===== config.mk =====
export PLATFORM = sky130hd
export DESIGN_NAME = mdio_mgmt_ctrl
export DESIGN_NICKNAME = d
export VERILOG_FILES = /design/src/rtl/mdio_pkg.sv /design/src/rtl/mdio_regs.sv /design/src/rtl/mdio_clkdiv.sv /design/src/rtl/mdio_frame.sv /design/src/rtl/mdio_mgmt_ctrl.sv
export SDC_FILE = /design/constraint.sdc
export NUM_CORES = 1
export LEC_CHECK = 0
export CORE_MARGIN = 2
export CORE_UTILIZATION = 53
export CTS_CLUSTER_SIZE = 10
export DETAILED_ROUTE_END_ITERATION = 10
export DONT_BUFFER_PORTS = 1
export PLACE_DENSITY = 0.68
export SYNTH_ARGS = -nofsm -noshare
export SYNTH_HDL_FRONTEND = slang
export SYNTH_SLANG_ARGS = --single-unit

===== constraint.sdc =====
create_clock -name clk_i -period 2.5 [get_ports clk_i]
set_input_delay 0.125 -clock clk_i [delete_from_list [all_inputs] [get_ports clk_i]]
set_output_delay 0.125 -clock clk_i [all_outputs]
set_load 0.01 [all_outputs]

===== src/rtl/mdio_pkg.sv =====
package mdio_pkg;
  localparam int DW         = 16;
  localparam int FRAME_LEN  = 64;
  localparam int PRE_LEN    = 32;
  localparam int TA_IDX     = 46;
  localparam int DATA_IDX   = 48;
  localparam int REG_ADDR_W = 5;
  localparam int CMD_START  = 14;

  localparam int OFS_CMD  = 'h00;
  localparam int OFS_ADDR = 'h04;
  localparam int OFS_WDAT = 'h08;
  localparam int OFS_RDAT = 'h0C;
  localparam int OFS_STAT = 'h10;

  typedef struct packed {
    logic [1:0] ft;
    logic [1:0] op;
    logic [4:0] prt;
    logic [4:0] dev;
  } cmd_t;

  function automatic logic is_c45(cmd_t c);
    return c.ft == 2'd0;
  endfunction

  function automatic logic is_read(cmd_t c);
    return is_c45(c) ? c.op[1] : (c.op == 2'd2);
  endfunction

  function automatic logic [FRAME_LEN-1:0] build_frame(cmd_t c, logic [DW-1:0] d);
    logic [1:0] st;
    logic [1:0] ta;
    st = is_c45(c) ? 2'b00 : 2'b01;
    ta = is_read(c) ? 2'b11 : 2'b10;
    return {{PRE_LEN{1'b1}}, st, c.op, c.prt, c.dev, ta, d};
  endfunction
endpackage


===== src/rtl/mdio_regs.sv =====
module mdio_regs
  import mdio_pkg::*;
#(
  parameter int REG_W  = 32,
  parameter int ADDR_W = REG_ADDR_W
) (
  input  logic              clk_i,
  input  logic              rst_ni,
  input  logic              wr_i,
  input  logic [ADDR_W-1:0] addr_i,
  input  logic [REG_W-1:0]  wdata_i,
  input  logic              done_i,
  input  logic              rd_frame_i,
  input  logic [DW-1:0]     cap_i,
  input  logic              fail_i,
  output cmd_t              cmd_o,
  output logic              busy_o,
  output logic              go_o,
  output logic [DW-1:0]     faddr_o,
  output logic [DW-1:0]     wdat_o,
  output logic              stat_o,
  output logic [REG_W-1:0]  rdata_o
);
  cmd_t          cmd_q;
  logic          busy_q, go_q, stat_q;
  logic [DW-1:0] faddr_q, wdat_q, rdat_q;

  always_ff @(posedge clk_i or negedge rst_ni) begin
    if (!rst_ni) begin
      cmd_q   <= '0;
      busy_q  <= 1'b0;
      go_q    <= 1'b0;
      stat_q  <= 1'b0;
      faddr_q <= '0;
      wdat_q  <= '0;
      rdat_q  <= '0;
    end else begin
      go_q <= 1'b0;
      if (wr_i) begin
        if (addr_i == ADDR_W'(OFS_CMD)) begin
          if (!busy_q) begin
            cmd_q <= cmd_t'(wdata_i[CMD_START-1:0]);
            if (wdata_i[CMD_START]) begin
              busy_q <= 1'b1;
              go_q   <= 1'b1;
            end
          end
        end else if (addr_i == ADDR_W'(OFS_ADDR)) begin
          faddr_q <= wdata_i[DW-1:0];
        end else if (addr_i == ADDR_W'(OFS_WDAT)) begin
          wdat_q <= wdata_i[DW-1:0];
        end
      end
      if (done_i) begin
        busy_q <= 1'b0;
        if (rd_frame_i) begin
          rdat_q <= cap_i;
          stat_q <= fail_i;
        end
      end
    end
  end

  always_comb begin
    rdata_o = '0;
    if (addr_i == ADDR_W'(OFS_CMD))       rdata_o = REG_W'({busy_q, cmd_q});
    else if (addr_i == ADDR_W'(OFS_ADDR)) rdata_o = REG_W'(faddr_q);
    else if (addr_i == ADDR_W'(OFS_WDAT)) rdata_o = REG_W'(wdat_q);
    else if (addr_i == ADDR_W'(OFS_RDAT)) rdata_o = REG_W'(rdat_q);
    else if (addr_i == ADDR_W'(OFS_STAT)) rdata_o = REG_W'(stat_q);
  end

  assign cmd_o   = cmd_q;
  assign busy_o  = busy_q;
  assign go_o    = go_q;
  assign faddr_o = faddr_q;
  assign wdat_o  = wdat_q;
  assign stat_o  = stat_q;
endmodule


===== src/rtl/mdio_clkdiv.sv =====
module mdio_clkdiv #(
  parameter int HALF_DIV = 4
) (
  input  logic clk_i,
  input  logic rst_ni,
  input  logic run_i,
  output logic mdc_o,
  output logic rise_o,
  output logic fall_o
);
  localparam int CW = (HALF_DIV > 1) ? $clog2(HALF_DIV) : 1;

  logic [CW-1:0] cnt_q;
  logic          mdc_q;
  logic          term;

  assign term = (cnt_q == CW'(HALF_DIV - 1));

  always_ff @(posedge clk_i or negedge rst_ni) begin
    if (!rst_ni) begin
      cnt_q <= '0;
      mdc_q <= 1'b0;
    end else if (!run_i) begin
      cnt_q <= '0;
      mdc_q <= 1'b0;
    end else if (term) begin
      cnt_q <= '0;
      mdc_q <= ~mdc_q;
    end else begin
      cnt_q <= cnt_q + 1'b1;
    end
  end

  // strobes mark the edge at which mdc_q toggles
  assign rise_o = run_i && term && !mdc_q;
  assign fall_o = run_i && term && mdc_q;
  assign mdc_o  = mdc_q;
endmodule


===== src/rtl/mdio_frame.sv =====
module mdio_frame
  import mdio_pkg::*;
(
  input  logic                 clk_i,
  input  logic                 rst_ni,
  input  logic                 go_i,
  input  logic [FRAME_LEN-1:0] frame_i,
  input  logic                 rd_i,
  input  logic                 rise_i,
  input  logic                 fall_i,
  input  logic                 mdio_i,
  output logic                 act_o,
  output logic                 mdio_o,
  output logic                 oe_o,
  output logic                 done_o,
  output logic                 rd_o,
  output logic [DW-1:0]        cap_o,
  output logic                 fail_o
);
  localparam int IW = $clog2(FRAME_LEN);

  logic [FRAME_LEN-1:0] sh_q;
  logic [IW-1:0]        idx_q;
  logic                 act_q, rd_q, out_q, oe_q, fail_q;
  logic [DW-1:0]        cap_q;
  logic                 last;

  assign last = (idx_q == IW'(FRAME_LEN - 1));

  always_ff @(posedge clk_i or negedge rst_ni) begin
    if (!rst_ni) begin
      sh_q   <= '0;
      idx_q  <= '0;
      act_q  <= 1'b0;
      rd_q   <= 1'b0;
      out_q  <= 1'b1;
      oe_q   <= 1'b0;
      fail_q <= 1'b0;
      cap_q  <= '0;
    end else if (go_i) begin
      act_q  <= 1'b1;
      sh_q   <= frame_i;
      idx_q  <= '0;
      out_q  <= frame_i[FRAME_LEN-1];
      oe_q   <= 1'b1;
      rd_q   <= rd_i;
      fail_q <= 1'b0;
    end else if (act_q) begin
      if (rise_i && rd_q) begin
        if (idx_q == IW'(TA_IDX + 1)) fail_q <= mdio_i;
        if (idx_q >= IW'(DATA_IDX))   cap_q  <= {cap_q[DW-2:0], mdio_i};
      end
      if (fall_i) begin
        if (last) begin
          act_q <= 1'b0;
          oe_q  <= 1'b0;
          out_q <= 1'b1;
        end else begin
          idx_q <= idx_q + 1'b1;
          sh_q  <= {sh_q[FRAME_LEN-2:0], 1'b1};
          out_q <= sh_q[FRAME_LEN-2];
          // release the line from the first turnaround bit of a read
          oe_q  <= !(rd_q && (idx_q >= IW'(TA_IDX - 1)));
        end
      end
    end
  end

  assign done_o = act_q && fall_i && last;
  assign act_o  = act_q;
  assign mdio_o = out_q;
  assign oe_o   = oe_q;
  assign rd_o   = rd_q;
  assign cap_o  = cap_q;
  assign fail_o = fail_q;
endmodule


===== src/rtl/mdio_mgmt_ctrl.sv =====
module mdio_mgmt_ctrl
  import mdio_pkg::*;
#(
  parameter int HALF_DIV = 4,
  parameter int REG_W    = 32,
  parameter int ADDR_W   = REG_ADDR_W
) (
  input  logic              clk_i,
  input  logic              rst_ni,
  input  logic              reg_wr_i,
  input  logic [ADDR_W-1:0] reg_addr_i,
  input  logic [REG_W-1:0]  reg_wdata_i,
  output logic [REG_W-1:0]  reg_rdata_o,
  output logic              mdc_o,
  output logic              mdio_o,
  output logic              mdio_oe_o,
  input  logic              mdio_i
);
  cmd_t                 cmd_q;
  logic                 busy, go, stat_fail;
  logic [DW-1:0]        faddr, wdat, cap;
  logic                 frame_act, frame_done, frame_rd, frame_fail;
  logic                 rise, fall;
  logic [FRAME_LEN-1:0] frame;
  logic [DW-1:0]        tx_data;

  mdio_regs #(.REG_W(REG_W), .ADDR_W(ADDR_W)) u_regs (
    .clk_i     (clk_i),
    .rst_ni    (rst_ni),
    .wr_i      (reg_wr_i),
    .addr_i    (reg_addr_i),
    .wdata_i   (reg_wdata_i),
    .done_i    (frame_done),
    .rd_frame_i(frame_rd),
    .cap_i     (cap),
    .fail_i    (frame_fail),
    .cmd_o     (cmd_q),
    .busy_o    (busy),
    .go_o      (go),
    .faddr_o   (faddr),
    .wdat_o    (wdat),
    .stat_o    (stat_fail),
    .rdata_o   (reg_rdata_o)
  );

  assign tx_data = (is_c45(cmd_q) && cmd_q.op == 2'd0) ? faddr : wdat;
  assign frame   = build_frame(cmd_q, tx_data);

  mdio_clkdiv #(.HALF_DIV(HALF_DIV)) u_div (
    .clk_i (clk_i),
    .rst_ni(rst_ni),
    .run_i (frame_act),
    .mdc_o (mdc_o),
    .rise_o(rise),
    .fall_o(fall)
  );

  mdio_frame u_frame (
    .clk_i  (clk_i),
    .rst_ni (rst_ni),
    .go_i   (go),
    .frame_i(frame),
    .rd_i   (is_read(cmd_q)),
    .rise_i (rise),
    .fall_i (fall),
    .mdio_i (mdio_i),
    .act_o  (frame_act),
    .mdio_o (mdio_o),
    .oe_o   (mdio_oe_o),
    .done_o (frame_done),
    .rd_o   (frame_rd),
    .cap_o  (cap),
    .fail_o (frame_fail)
  );
endmodule


## Word-level counts from Yosys, hierarchy flattened

Cells that the tools add are included.

| operators by class | value |
|---|---|
| equal/unequal tests | 10 |
| add/subtract/negate cells | 2 |
| muxes and demuxes | 45 |
| reductions and logical operators | 28 |
| bitwise gates (word level) | 5 |
| magnitude comparators | 2 |

Operators with widths:

| operator | number |
|---|---|
| 63-bit two-way mux | 4 |
| 32-bit two-way mux | 4 |
| 1-bit two-way mux | 30 |
| 6-bit two-way mux | 4 |
| 16-bit two-way mux | 1 |
| 6-bit equality test (second input constant) | 2 |
| 6-bit greater-or-equal comparator (second input constant) | 2 |
| 3-bit AND reduction | 4 |
| 2-bit nonzero test | 6 |
| 5-bit by 4-bit equality test with 1-bit output (second input constant) | 2 |
| 1-bit logical AND | 8 |
| 4-bit AND reduction | 2 |
| 6-bit by 1-bit adder with 6-bit output (second input constant) | 1 |
| 2-bit AND reduction | 3 |
| 5-bit by 3-bit equality test with 1-bit output (second input constant) | 1 |
| 5-bit equality test (second input constant) | 1 |
| 5-bit logical NOT | 1 |
| 1-bit inverter | 5 |
| 2-bit equality test (second input constant) | 2 |
| 2-bit logical NOT | 2 |
| 2-bit two-way mux | 2 |
| 2-bit != test (second input constant) | 2 |
| 2-bit by 1-bit adder with 2-bit output (second input constant) | 1 |
| 1-bit logical NOT | 2 |

| word-level totals | value |
|---|---|
| input port bits | 41 |
| output and inout port bits | 35 |
| word-level logic and storage cells | 112 |
| flip-flop bits (word level) | 158 |

## Depth between registers and ports, before layout

Gate-level depths: netlist of run 1.

| depth | value |
|---|---|
| word-level depth | 7 |
| depth in mapped cells | 8 |
| depth with buffers taken out | 6 |

## Modules after synthesis

From an unflattened synthesis of run 1, not the netlist that was laid out.

| unflattened totals | value |
|---|---|
| cells, all modules | 717 |
| area total of the unflattened synthesis | 7,855.0 µm² |

By module, submodules not included:

| module | sequential area each (µm²) | area each (µm²) | times used | cells an instance |
|---|---|---|---|---|
| mdio_frame | 2,253.4 | 4,264.1 | 1 | 441 |
| mdio_regs | 1,626.6 | 3,225.6 | 1 | 243 |
| mdio_mgmt_ctrl | 0.0 | 234.0 | 1 | 22 |
| mdio_clkdiv | 75.1 | 131.4 | 1 | 11 |

## Worst setup path after synthesis of run 1

Ideal clock, no wire load.

| timing | value |
|---|---|
| path kind | register -> register |
| from | register u_frame.idx_q[0] |
| to | register u_frame.sh_q[10] |
| data required time | 2.357 ns |
| data arrival time | 1.645 ns |
| slack | 0.712 ns |
| stages on the path, launching flop included | 8 |
| cell sequence | dfrtp_1 -> ha_1 -> and3_1 -> a31oi_2 -> buf_6 -> buf_6 -> mux2i_1 -> mux2i_1 |

| between the ends | value |
|---|---|
| word-level cells in the longest chain between the ends | 3 |

Ends and longest elaborated chain:

| item | RTL line | RTL |
|---|---|---|
| start, declared | mdio_frame.sv:23 | `logic [IW-1:0] idx_q;` |
| start signal, assigned | mdio_frame.sv:59 | `idx_q <= idx_q + 1'b1;` |
| 6-bit equality test | mdio_frame.sv:28 | `assign last = (idx_q == IW'(FRAME_LEN - 1));` |
| 2-bit != test (no source line) | -- |  |
| 3-bit AND reduction (no source line) | -- |  |
| end signal, assigned | mdio_frame.sv:42 | `sh_q <= frame_i;` |
| end signal, assigned | mdio_frame.sv:60 | `sh_q <= {sh_q[FRAME_LEN-2:0], 1'b1};` |
| end, declared | mdio_frame.sv:22 | `logic [FRAME_LEN-1:0] sh_q;` |

Every way passes these cells.
A chain may end at the register's enable or synchronous reset.

## Worst setup path in the final report of run 1

| timing | value |
|---|---|
| from | input port reg_addr_i[0] |
| to | register u_regs.busy_q, in the netlist u_regs.busy_o |

| between the ends | value |
|---|---|
| word-level cells in the longest chain between the ends | 3 |

Ends and longest elaborated chain:

| item | RTL line | RTL |
|---|---|---|
| start, declared | mdio_mgmt_ctrl.sv:11 | `input logic [ADDR_W-1:0] reg_addr_i,` |
| 5-bit logical NOT | mdio_regs.sv:40 | `if (addr_i == ADDR_W'(OFS_CMD)) begin` |
| 2-bit nonzero test (no source line) | -- |  |
| 2-bit AND reduction (no source line) | -- |  |
| end signal, assigned | mdio_regs.sv:31 | `busy_q <= 1'b0;` |
| end signal, assigned | mdio_regs.sv:44 | `busy_q <= 1'b1;` |
| end signal, assigned | mdio_regs.sv:55 | `busy_q <= 1'b0;` |
| end, declared | mdio_regs.sv:25 | `logic busy_q, go_q, stat_q;` |

Every way passes these cells.

==> results.md, run 1 <==
- Met1 Use GR: 26.5%
- Run status: finished with violations
- Cts hold-fix bufs: 21
- Total Wirelength: 13800 um
- Total global routing track utilization: 20.4%
- Met3 global-route usage: 6.41%
- Pin count of the biggest net entering global routing: 159
- Average via count per standard cell: 5.55
- Remaining DRCs: 0
- Top cells by area in the synthesized netlist: dfrtp_1 (53%), mux2_2 (12%), mux2i_1 (8.4%), nand2_1 (4.4%), mux4_2 (4.3%)
- Post-layout utilization of the core: 60.6%
- Number of endpoints failing setup at the final stage: 0
- Vias in the first global route: 4389
- Worst-case clock skew: 11.7 ps
- Chip Width: 122 um
- Highest achievable clock rate: 0.471 GHz
- Stage delay of the slowest cell on the critical path: 620 ps
- Cell at the root of the clock tree: clkbuf_16
- Unrepaired setup endpoints after global routing: no
- Final HPWL DP: 8560 um
- Max stage delay cell, worst path: dlygate4sd3_1
- Count of standard-cell rows: 43
- Average routed wire per standard cell: 17.4 um
- Global-route wire length before repair: 22800 um
- Synth Warn #: 0
- Worst max-slew margin expressed relative to the limit: 63.6%
- TritonCTS clock tree: done
- Antenna violations before repair: 0
- Syn_area_per_cell: 12.6 um2
- Most numerous cell in the Yosys netlist: dfrtp_1
- Inserted Clock Buffers: 17
- Dominant cell type by area after synthesis: dfrtp_1
- Share of post-route cells with drive strength above 1: 24.6%
- Design Power: 5.89 mW
- Flops & latches, synth: 158
- Max clock buf depth: 2
- Port Buf Inserts: 0
- Hold WC Path Type: primary input to async pin
- Number of cells upsized or downsized after cts: 0
- Post-route ant nets: 0
- Busiest layer in global routing: met2
- Required time of the worst setup path: 2840 ps
- EDFF count, synth: 0
- Kind of critical path: primary input to register
- H-tree lvl count: 4
- Clock insertion delay at the later pin of the skew report: 430 ps
- Launching element type of the critical path: primary input
- Power density normalized to cell area: 709 nW/um2
- Number of max-cap violations: 0
- Post-CTS clock slew at the launch and capture registers of the worst setup and hold paths: 60 ps
- Initial core utilization: 53.6%
- Main synth FF type: dfrtp_1
- Largest delay contributor family on the critical path: buffers and inverters
- Number of distinct library cell variants in the gate-level netlist after synthesis: 48
- Final critical-path share of the clock period: 85.0%
- Diodes inserted: 0
- Drt pass-1 iters: 4
- Final critical-path required period: 2120 ps
- Final hold violation count: 158
- Core region area: 13700 um2
- Number of nets in the layout: 646
- Setup TNS after final layout: 0 ps
- Maximum resistive drop on vdd: 0.582 mV
- FFs w/ async S/R, synth: 100%
- Element type at the critical path end: register
- Worst hold slack after final layout: -607 ps
- WP data arrival: 2470 ps
- Area of the mapped netlist: 7350 um2
- Critical path's most frequent cell: dlygate4sd3_1
- Met2 track demand over resource in global routing: 32.2%
- Synth top area share: 53.4%
- Worst reg-to-reg setup slack: 500 ps
- Count of vias placed by the detailed router: 4410
- # IOs: 76
- Static Leakage: 3.90 nW
- Worst-margin pin slew: 546 ps
- Layout-stage area growth over the synthesis result: 13.0%
- Number of sinks driven by the clock tree: 158
- Die area: 14800 um2
- Failing checks: hold timing
- Maximum net fanout on the critical path: 9
- Die Height: 122 um
- Sequential area share after synthesis: 53.8%
- Cell Chain, Critical Path: dlygate4sd3_1, nor3_4, dlygate4sd3_1, nand4_1, dlygate4sd3_1, a22oi_1
- Post-synth top cells: dfrtp_1 (157), nand2_1 (87), mux2_2 (81), mux2i_1 (62), nand3b_1 (32)
- Max Slew Vio Count: 0
- Global placer's final weighted congestion: 0.785
- Setup fix buffers added after clock tree synthesis: 0
- Post-Syn Instances: 583
- Total grt overflow: 0
- Number of buffers and inverters on the critical path: 3
- Initial drt markers: 283
[layer usage]
| layer | vias to the layer above | part of all wire, % |
|---|---|---|
| met1 | 2273 | 45 |
| met2 | 62 | 49 |
| li1 | 2059 | - |
| met5 | - | 0 |
| met3 | 16 | 4.4 |
| met4 | 0 | 1.6 |
[state kept, by name, indices dropped and copies added, names as in the netlist]
| signal | count |
|---|---|
| u_div.cnt_q | 2 |
| u_div.mdc_o | 1 |
| u_frame.act_o | 1 |
| u_frame.cap_o | 16 |
| u_frame.fail_o | 1 |
| u_frame.idx_q | 6 |
| u_frame.mdio_o | 1 |
| u_frame.oe_o | 1 |
| u_frame.rd_o | 1 |
| u_frame.sh_q | 63 |
| u_regs.busy_o | 1 |
| u_regs.cmd_o | 14 |
| u_regs.faddr_o | 16 |
| u_regs.go_o | 1 |
| u_regs.rdat_q | 16 |
| u_regs.stat_o | 1 |
| u_regs.wdat_o | 16 |
[power by group]
part / internal [mW] / switching [mW]
sequential: 2.66 / 0.0736
combinational: 0.180 / 0.0949
clock: 1.83 / 1.04
total: 4.68 / 1.21
[through the flow]
step	setup WS (ps)	instances	cell area [um2]
after global routing	272	794	8310
final	375	794	8310
after CTS	382	794	8310
after detailed placement	526	741	7440
after floorplan	712	598	7410
after global placement	576	741	7440
[cell type report]
class | count | area (um2)
Inverter | 4 | 15.0
Clock buffer | 20 | 457
Sequential cell | 158 | 3960
Timing Repair Buffer | 33 | 313
Multi-Input combinational cell | 387 | 3140
Tap cell | 180 | 225
Clock inverter | 12 | 205
Fill cell | 1097 | 5410
[worst paths after layout]
kind	depth (start not counted)	start	endpoint
setup / recovery	6	reg_addr_i[0]	u_regs.busy_o
hold / removal	0	rst_ni	u_frame.sh_q[38]
setup reg to reg	6	u_frame.idx_q[0]	u_frame.sh_q[20]
hold reg to reg	1	u_div.cnt_q[0]	u_div.cnt_q[0]
max in group asynchronous	0	rst_ni	u_frame.mdio_o
min in group clk_i	3	reg_wr_i	u_regs.cmd_o[0]
[placed cells by master (no fill, tap or decap), types with 7 or more instances in the layout]
cell type      count
nor2_1             7
mux2i_1           62
a21oi_1            7
mux4_2            14
nand3b_1          32
conb_1            16
dfrtp_1          156
o21ai_0           19
nand2_1           87
buf_4             11
clkbuf_16         17
mux2_2            81
dlygate4sd3_1     21
and2_1            16
[cells by family (layout without fill, tap and decap cells)]
group | Yosys count | count (layout) | share of synthesized area [%]
AOI/OAI and AO/OA | 37 | 37 | 2.96
xor gates and xnor gates | 2 | 2 | 0.238
adders and majority gates | 4 | 4 | 0.681
buffers and inverters | 53 | 69 | 4.44
DFF | 158 | 158 | 53.8
muxes | 157 | 157 | 25.1
other | 1 | 16 | 0.0510
and+or+nand+nor | 171 | 171 | 12.7
No activity file was read; power rests on OpenSTA's default activity.
==> inputs of run 2 (changes only) <==
PLACE_DENSITY = 0.71   (was 0.68)
clock period = 1.7 ns   (was 2.5 ns; I/O delays follow)
==> results.md, run 2 (synthesized netlist as in run 1, its figures left out) <==
- Max stage delay cell, worst path: dfrtp_1
- Global placer's final weighted congestion: 0.769
- Die Height: 122 um
- Switching part of the total: 22.7%
- Layout-stage area growth over the synthesis result: 18.1%
- Number of nets in the layout: 673
- Met3 global-route usage: 5.99%
- Busiest layer in global routing: met2
- Final critical-path share of the clock period: 102%
- Met1 Use GR: 28.3%
- Worst-case clock skew: 9.25 ps
- Inserted Clock Buffers: 17
- Number of endpoints failing setup at the final stage: 11
- # IOs: 76
- Failing checks: hold timing, setup timing
- Count of vias placed by the detailed router: 4598
- Final critical-path required period: 1740 ps
- Met2 track demand over resource in global routing: 35.5%
- Post-route ant nets: 0
- Global-route wire length before repair: 24500 um
- Post-CTS clock slew at the launch and capture registers of the worst setup and hold paths: 60 ps
- Diodes inserted: 0
- Antenna violations before repair: 0
- Power density normalized to cell area: 933 nW/um2
- Maximum net fanout on the critical path: 9
- Hold WC Path Type: primary input to async pin
- Die area: 14800 um2
- Total Wirelength: 15600 um
- Commonest cells after routing, fill and taps aside: dfrtp_1 (156), nand2_1 (87), mux2_2 (65)
- Initial drt markers: 267
- Vias in the first global route: 4738
- Core region area: 13700 um2
- Final HPWL DP: 9310 um
- Total global routing track utilization: 21.7%
- Kind of critical path: register to register
- Static Leakage: 4.06 nW
- Post-route worst setup slack: -36.3 ps
- Startpoint of the worst setup timing path: u_frame.idx_q[1]
- Most flops, register: u_frame.sh_q
- Worst-case setup slack after placement: -10.6 ps
- P_sw: 1.84 mW
- Count of standard-cell rows: 43
- Maximum resistive drop on vdd: 0.796 mV
- Reg-to-reg startpoint: u_frame.idx_q[1]
- Launching element type of the critical path: register
- Total grt overflow: 0
- Instance count after placement with tap cells included: 757
- Power Internal: 6.26 mW
- Share of post-route cells with drive strength above 1: 29.2%
- Pin count of the biggest net entering global routing: 159
- Initial core utilization: 53.6%
- Port Buf Inserts: 0
- Worst reg-to-reg setup slack: -40 ps
- Critical path's most frequent cell: mux2i_1
- Number of inserted filler cells in the final layout: 1061
- Highest achievable clock rate: 0.576 GHz
- Flip-flop count of the largest register after layout: 63
- Stage delay of the slowest cell on the critical path: 410 ps
- Worst hold slack after final layout: -644 ps
- Number of buffers and inverters on the critical path: 2
- Clock network fraction of total power: 44.9%
- Clock insertion delay at the later pin of the skew report: 420 ps
- Element type at the critical path end: register
- Final std cells w/o fill: 821
- Sequential group share of total power: 49.9%
- Average via count per standard cell: 5.60
- Most common cell after layout, fill and taps aside: dfrtp_1
- H-tree lvl count: 4
- Required time of the worst setup path: 2000 ps
- Combinational group share of total power: 5.2%
- Largest delay contributor family on the critical path: flip-flops
- Cts hold-fix bufs: 20
- Average routed wire per standard cell: 19.0 um
- Unrepaired setup endpoints after global routing: yes
- Number of max-cap violations: 0
- Run status: finished with violations
- Cell Chain, Critical Path: ha_4, and3_4, a31oi_4, buf_4, clkbuf_16, mux2i_1, mux2i_1
- Chip Width: 122 um
- Drt pass-1 iters: 5
- WP data arrival: 2030 ps
- Max Slew Vio Count: 0
- Design Power: 8.10 mW
- Cell at the root of the clock tree: clkbuf_16
- Post-layout utilization of the core: 63.3%
- Number of sinks driven by the clock tree: 158
- Final hold violation count: 158
- TritonCTS clock tree: done
- Max clock buf depth: 2
- Remaining DRCs: 0
run 2: cell count changes in the layout (fill, tap and decap cells not counted), moves of 4 or more:
cell       change
mux2_2        -16
mux2_4        +16
buf_4         +15
o21ai_0       -10
o21ai_1       +10
buf_12         +7
bufinv_16      -4
run 2: worst paths after layout:
check / end / cells past startpoint
hold / removal: u_frame.sh_q[49] / 0
hold reg to reg: u_frame.sh_q[38] / 2
setup reg to reg: u_frame.sh_q[12] / 7
max in group asynchronous: u_frame.mdio_o / 0
setup / recovery: u_frame.sh_q[12] / 7
min in group clk_i: u_regs.faddr_o[0] / 3
run 2: cell type report:
| class | count | area (um2) | area share, % |
|---|---|---|---|
| multi-input combinational | 387 | 3250 | 37.4 |
| tap | 180 | 225 | 2.59 |
| clock inverter | 14 | 133 | 1.53 |
| inverter | 4 | 15.0 | 0.173 |
| clock buffer | 18 | 439 | 5.06 |
| timing repair buffer | 60 | 664 | 7.65 |
| sequential | 158 | 3960 | 45.6 |
run 2: through the flow:
stage / hold slack, ps / instance area, um2 / setup TNS, ps
floorplan: -211 / 7440 / -233
global placement: -205 / 7660 / 0
detailed placement: -206 / 7660 / -25.2
CTS: -660 / 8520 / -855
global route: -663 / 8680 / -3410
finish: -644 / 8680 / -197
run 2: timing repair:
action,in CTS,in global routing
hold endpoints to repair,208,158
gates cloned,1,3
pin swaps,7,3
setup endpoints to repair,32,103
buffers inserted,5,4
resized for setup,11,24
run 2: power groups by stage:
| stage | Clock (mW) | Sequential (mW) | Combinational (mW) |
|---|---|---|---|
| 2_1_floorplan | 0 | 4.06 | 0.357 |
| 3_3_place_gp | 0 | 4.08 | 0.353 |
| 3_5_place_dp | 0 | 4.10 | 0.370 |
| 4_1_cts | 3.70 | 4.03 | 0.421 |
| 5_1_grt | 3.87 | 4.05 | 0.455 |
| 6_report | 3.64 | 4.04 | 0.423 |
run 2: layer usage:
layer  up-vias  part of all wire, %
li1       2116                    -
met1      2381                   43
met2        86                   51
met3        15                  4.8
met4         0                  1.3
met5         -                    0
==> inputs of run 3 (changes only) <==
ABC_AREA = 1   (was default)
CORE_ASPECT_RATIO = 0.9   (was default)
RECOVER_POWER = 100   (was default)
==> results.md, run 3 <==
- Maximum resistive drop on vdd: 0.981 mV
- Clock insertion delay at the later pin of the skew report: 430 ps
- Share of post-route cells with drive strength above 1: 10.4%
- Number of sinks driven by the clock tree: 158
- Final critical-path required period: 1650 ps
- Dominant cell type by area after synthesis: dfrtp_1
- Die Height: 118 um
- Static Leakage: 3.95 nW
- Total global routing track utilization: 24.1%
- Launching element type of the critical path: primary input
- Flops & latches, synth: 158
- Total grt overflow: 0
- Worst-case clock skew: 11.5 ps
- Number of nets in the layout: 945
- Count of standard-cell rows: 41
- Core region area: 14000 um2
- Reg-to-reg startpoint: u_frame.idx_q[1]
- Number of buffers and inverters on the critical path: 3
- Flip-flop count of the largest register after layout: 63
- Global-route wire length before repair: 28300 um
- Element type at the critical path end: output port
- Maximum net fanout on the critical path: 16
- Worst reg-to-reg setup slack: 100 ps
- Post-layout utilization of the core: 60.4%
- Port Buf Inserts: 0
- Count of vias placed by the detailed router: 5967
- Highest achievable clock rate: 0.605 GHz
- Number of distinct library cell variants in the gate-level netlist after synthesis: 36
- Max clock buf depth: 2
- # IOs: 76
- Stage delay of the slowest cell on the critical path: 580 ps
- Number of endpoints failing setup at the final stage: 0
- Number of max-cap violations: 0
- Average via count per standard cell: 5.40
- Max Slew Vio Count: 0
- Required time of the worst setup path: 1620 ps
- Met1 Use GR: 35.9%
- Failing checks: hold timing
- Cell area reported after detailed placement: 7690 um2
- Layout-stage area growth over the synthesis result: 11.3%
- Total Wirelength: 17600 um
- Global placer's final weighted congestion: 0.914
- Most flops, register: u_frame.sh_q
- Sequential area share after synthesis: 52.0%
- Met3 global-route usage: 6.91%
- Syn_area_per_cell: 8.55 um2
- Final non-filler cell area: 8470 um2
- Most common cell after layout, fill and taps aside: nand2_1
- Largest delay contributor family on the critical path: buffers and inverters
- Synth Warn #: 0
- Inserted Clock Buffers: 17
- Final HPWL DP: 11200 um
- Setup TNS after final layout: 0 ps
- Remaining DRCs: 0
- Drt pass-1 iters: 7
- Main synth FF type: dfrtp_1
- Chip Width: 130 um
- Max stage delay cell, worst path: dlygate4sd3_1
- Busiest layer in global routing: met1
- Die area: 15300 um2
- FFs w/ async S/R, synth: 100%
- Hold WC Path Type: primary input to async pin
- Kind of critical path: primary input to output port
- Power density normalized to cell area: 985 nW/um2
- Synth top area share: 51.7%
- Most numerous cell in the Yosys netlist: nand2_1
- Worst hold slack after final layout: -637 ps
- Cell Chain, Critical Path: dlygate4sd3_1, nor2_4, nand3_2, inv_1, buf_4, nand2_1, nand4_1
- Worst max-slew margin expressed relative to the limit: 57.4%
- Final critical-path share of the clock period: 97.3%
- Commonest cells after routing, fill and taps aside: nand2_1 (279), dfrtp_1 (156), o21ai_0 (89)
- Top cells by area in the synthesized netlist: dfrtp_1 (52%), nand2_1 (14%), nand4_1 (5.1%), o21ai_0 (4.3%), o21ai_1 (3.2%)
- Initial drt markers: 667
- Final hold violation count: 158
- Post-route ant nets: 0
- Initial core utilization: 54.3%
- Average routed wire per standard cell: 15.9 um
- Post-Syn Instances: 889
- Vias in the first global route: 5441
- Run status: finished with violations
- EDFF count, synth: 0
- Startpoint of the worst setup timing path: reg_addr_i[3]
- Post-synth top cells: nand2_1 (280), dfrtp_1 (157), o21ai_0 (66), nand4_1 (62), inv_1 (56)
- Worst-margin pin slew: 638 ps
- H-tree lvl count: 4
- Met2 track demand over resource in global routing: 33.0%
- Cts hold-fix bufs: 24
- TritonCTS clock tree: done
- Number of inserted filler cells in the final layout: 1209
- Pin count of the biggest net entering global routing: 159
- Antenna violations before repair: 0
- WP data arrival: 1570 ps
- Area of the mapped netlist: 7600 um2
- Cell at the root of the clock tree: clkbuf_16
- Diodes inserted: 0
- Post-CTS clock slew at the launch and capture registers of the worst setup and hold paths: 60 ps
- Unrepaired setup endpoints after global routing: yes
run 3: kinds of logic after synthesis:
kind of cell | synth area share (%)
buffers and inverters | 8.80
adders and majority gates | 0.658
muxes | 1.32
and+or+nand+nor | 26.4
DFF | 52.0
AOI/OAI and AO/OA | 10.5
xor gates and xnor gates | 0.230
other | 0.0493
run 3: layer usage:
layer | part of all wire, % | up-vias | wire, um
li1 | - | 2915 | -
met1 | 46 | 2792 | 8050
met2 | 43 | 219 | 7560
met3 | 8.1 | 41 | 1420
met4 | 3.2 | 0 | 568
met5 | 0 | - | 0
run 3: through the flow:
stage | total power [mW] | std cells | worst slack (ps) | hold slack [ps]
floorplan | 4.36 | 904 | 173 | -211
global placement | 4.42 | 1050 | 74.2 | -201
detailed placement | 4.44 | 1050 | 13.6 | -202
CTS | 8.39 | 1106 | 4.36 | -665
global route | 8.61 | 1106 | -21.2 | -658
finish | 8.34 | 1106 | 46.5 | -637
run 3: repair_timing:
item | 4_1_cts | 5_1_grt
setup buffers | 0 | 0
setup endpoints to repair | 0 | 18
hold endpoints to repair | 208 | 158
resized for setup | 0 | 3
run 3: cell type report:
class | count | area (um2) | area share (%)
flip-flops and latches | 158 | 3960 | 46.7
multi-input cells | 617 | 3020 | 35.6
clock buffers | 17 | 425 | 5.03
repair buffers | 46 | 423 | 5.00
well taps | 193 | 241 | 2.85
inverters | 60 | 225 | 2.66
clock inverters | 15 | 176 | 2.08
run 3: report_power, final:
part / switching (mW) / internal, mW / total [mW]
registers: 0.111 / 3.93 / 4.04
clock network: 1.69 / 2.22 / 3.90
logic: 0.256 / 0.142 / 0.398
total: 2.05 / 6.28 / 8.34
run 3: path summary, 6_finish.rpt:
kind	endpoint	cells past startpoint
setup / recovery	reg_rdata_o[2]	7
hold / removal	u_div.cnt_q[1]	0
setup reg to reg	u_regs.rdat_q[9]	8
hold reg to reg	u_div.cnt_q[0]	1
max in group asynchronous	u_frame.mdio_o	0
min in group clk_i	u_regs.wdat_o[15]	3
run 3: worst reg2reg max path, delay by kind of cell (launching register included):
family / cells / cell delay (ps)
and+or+nand+nor: 5 / 790
DFF: 1 / 360
adders and majority gates: 1 / 190
AOI/OAI and AO/OA: 1 / 50
buffers and inverters: 1 / 110
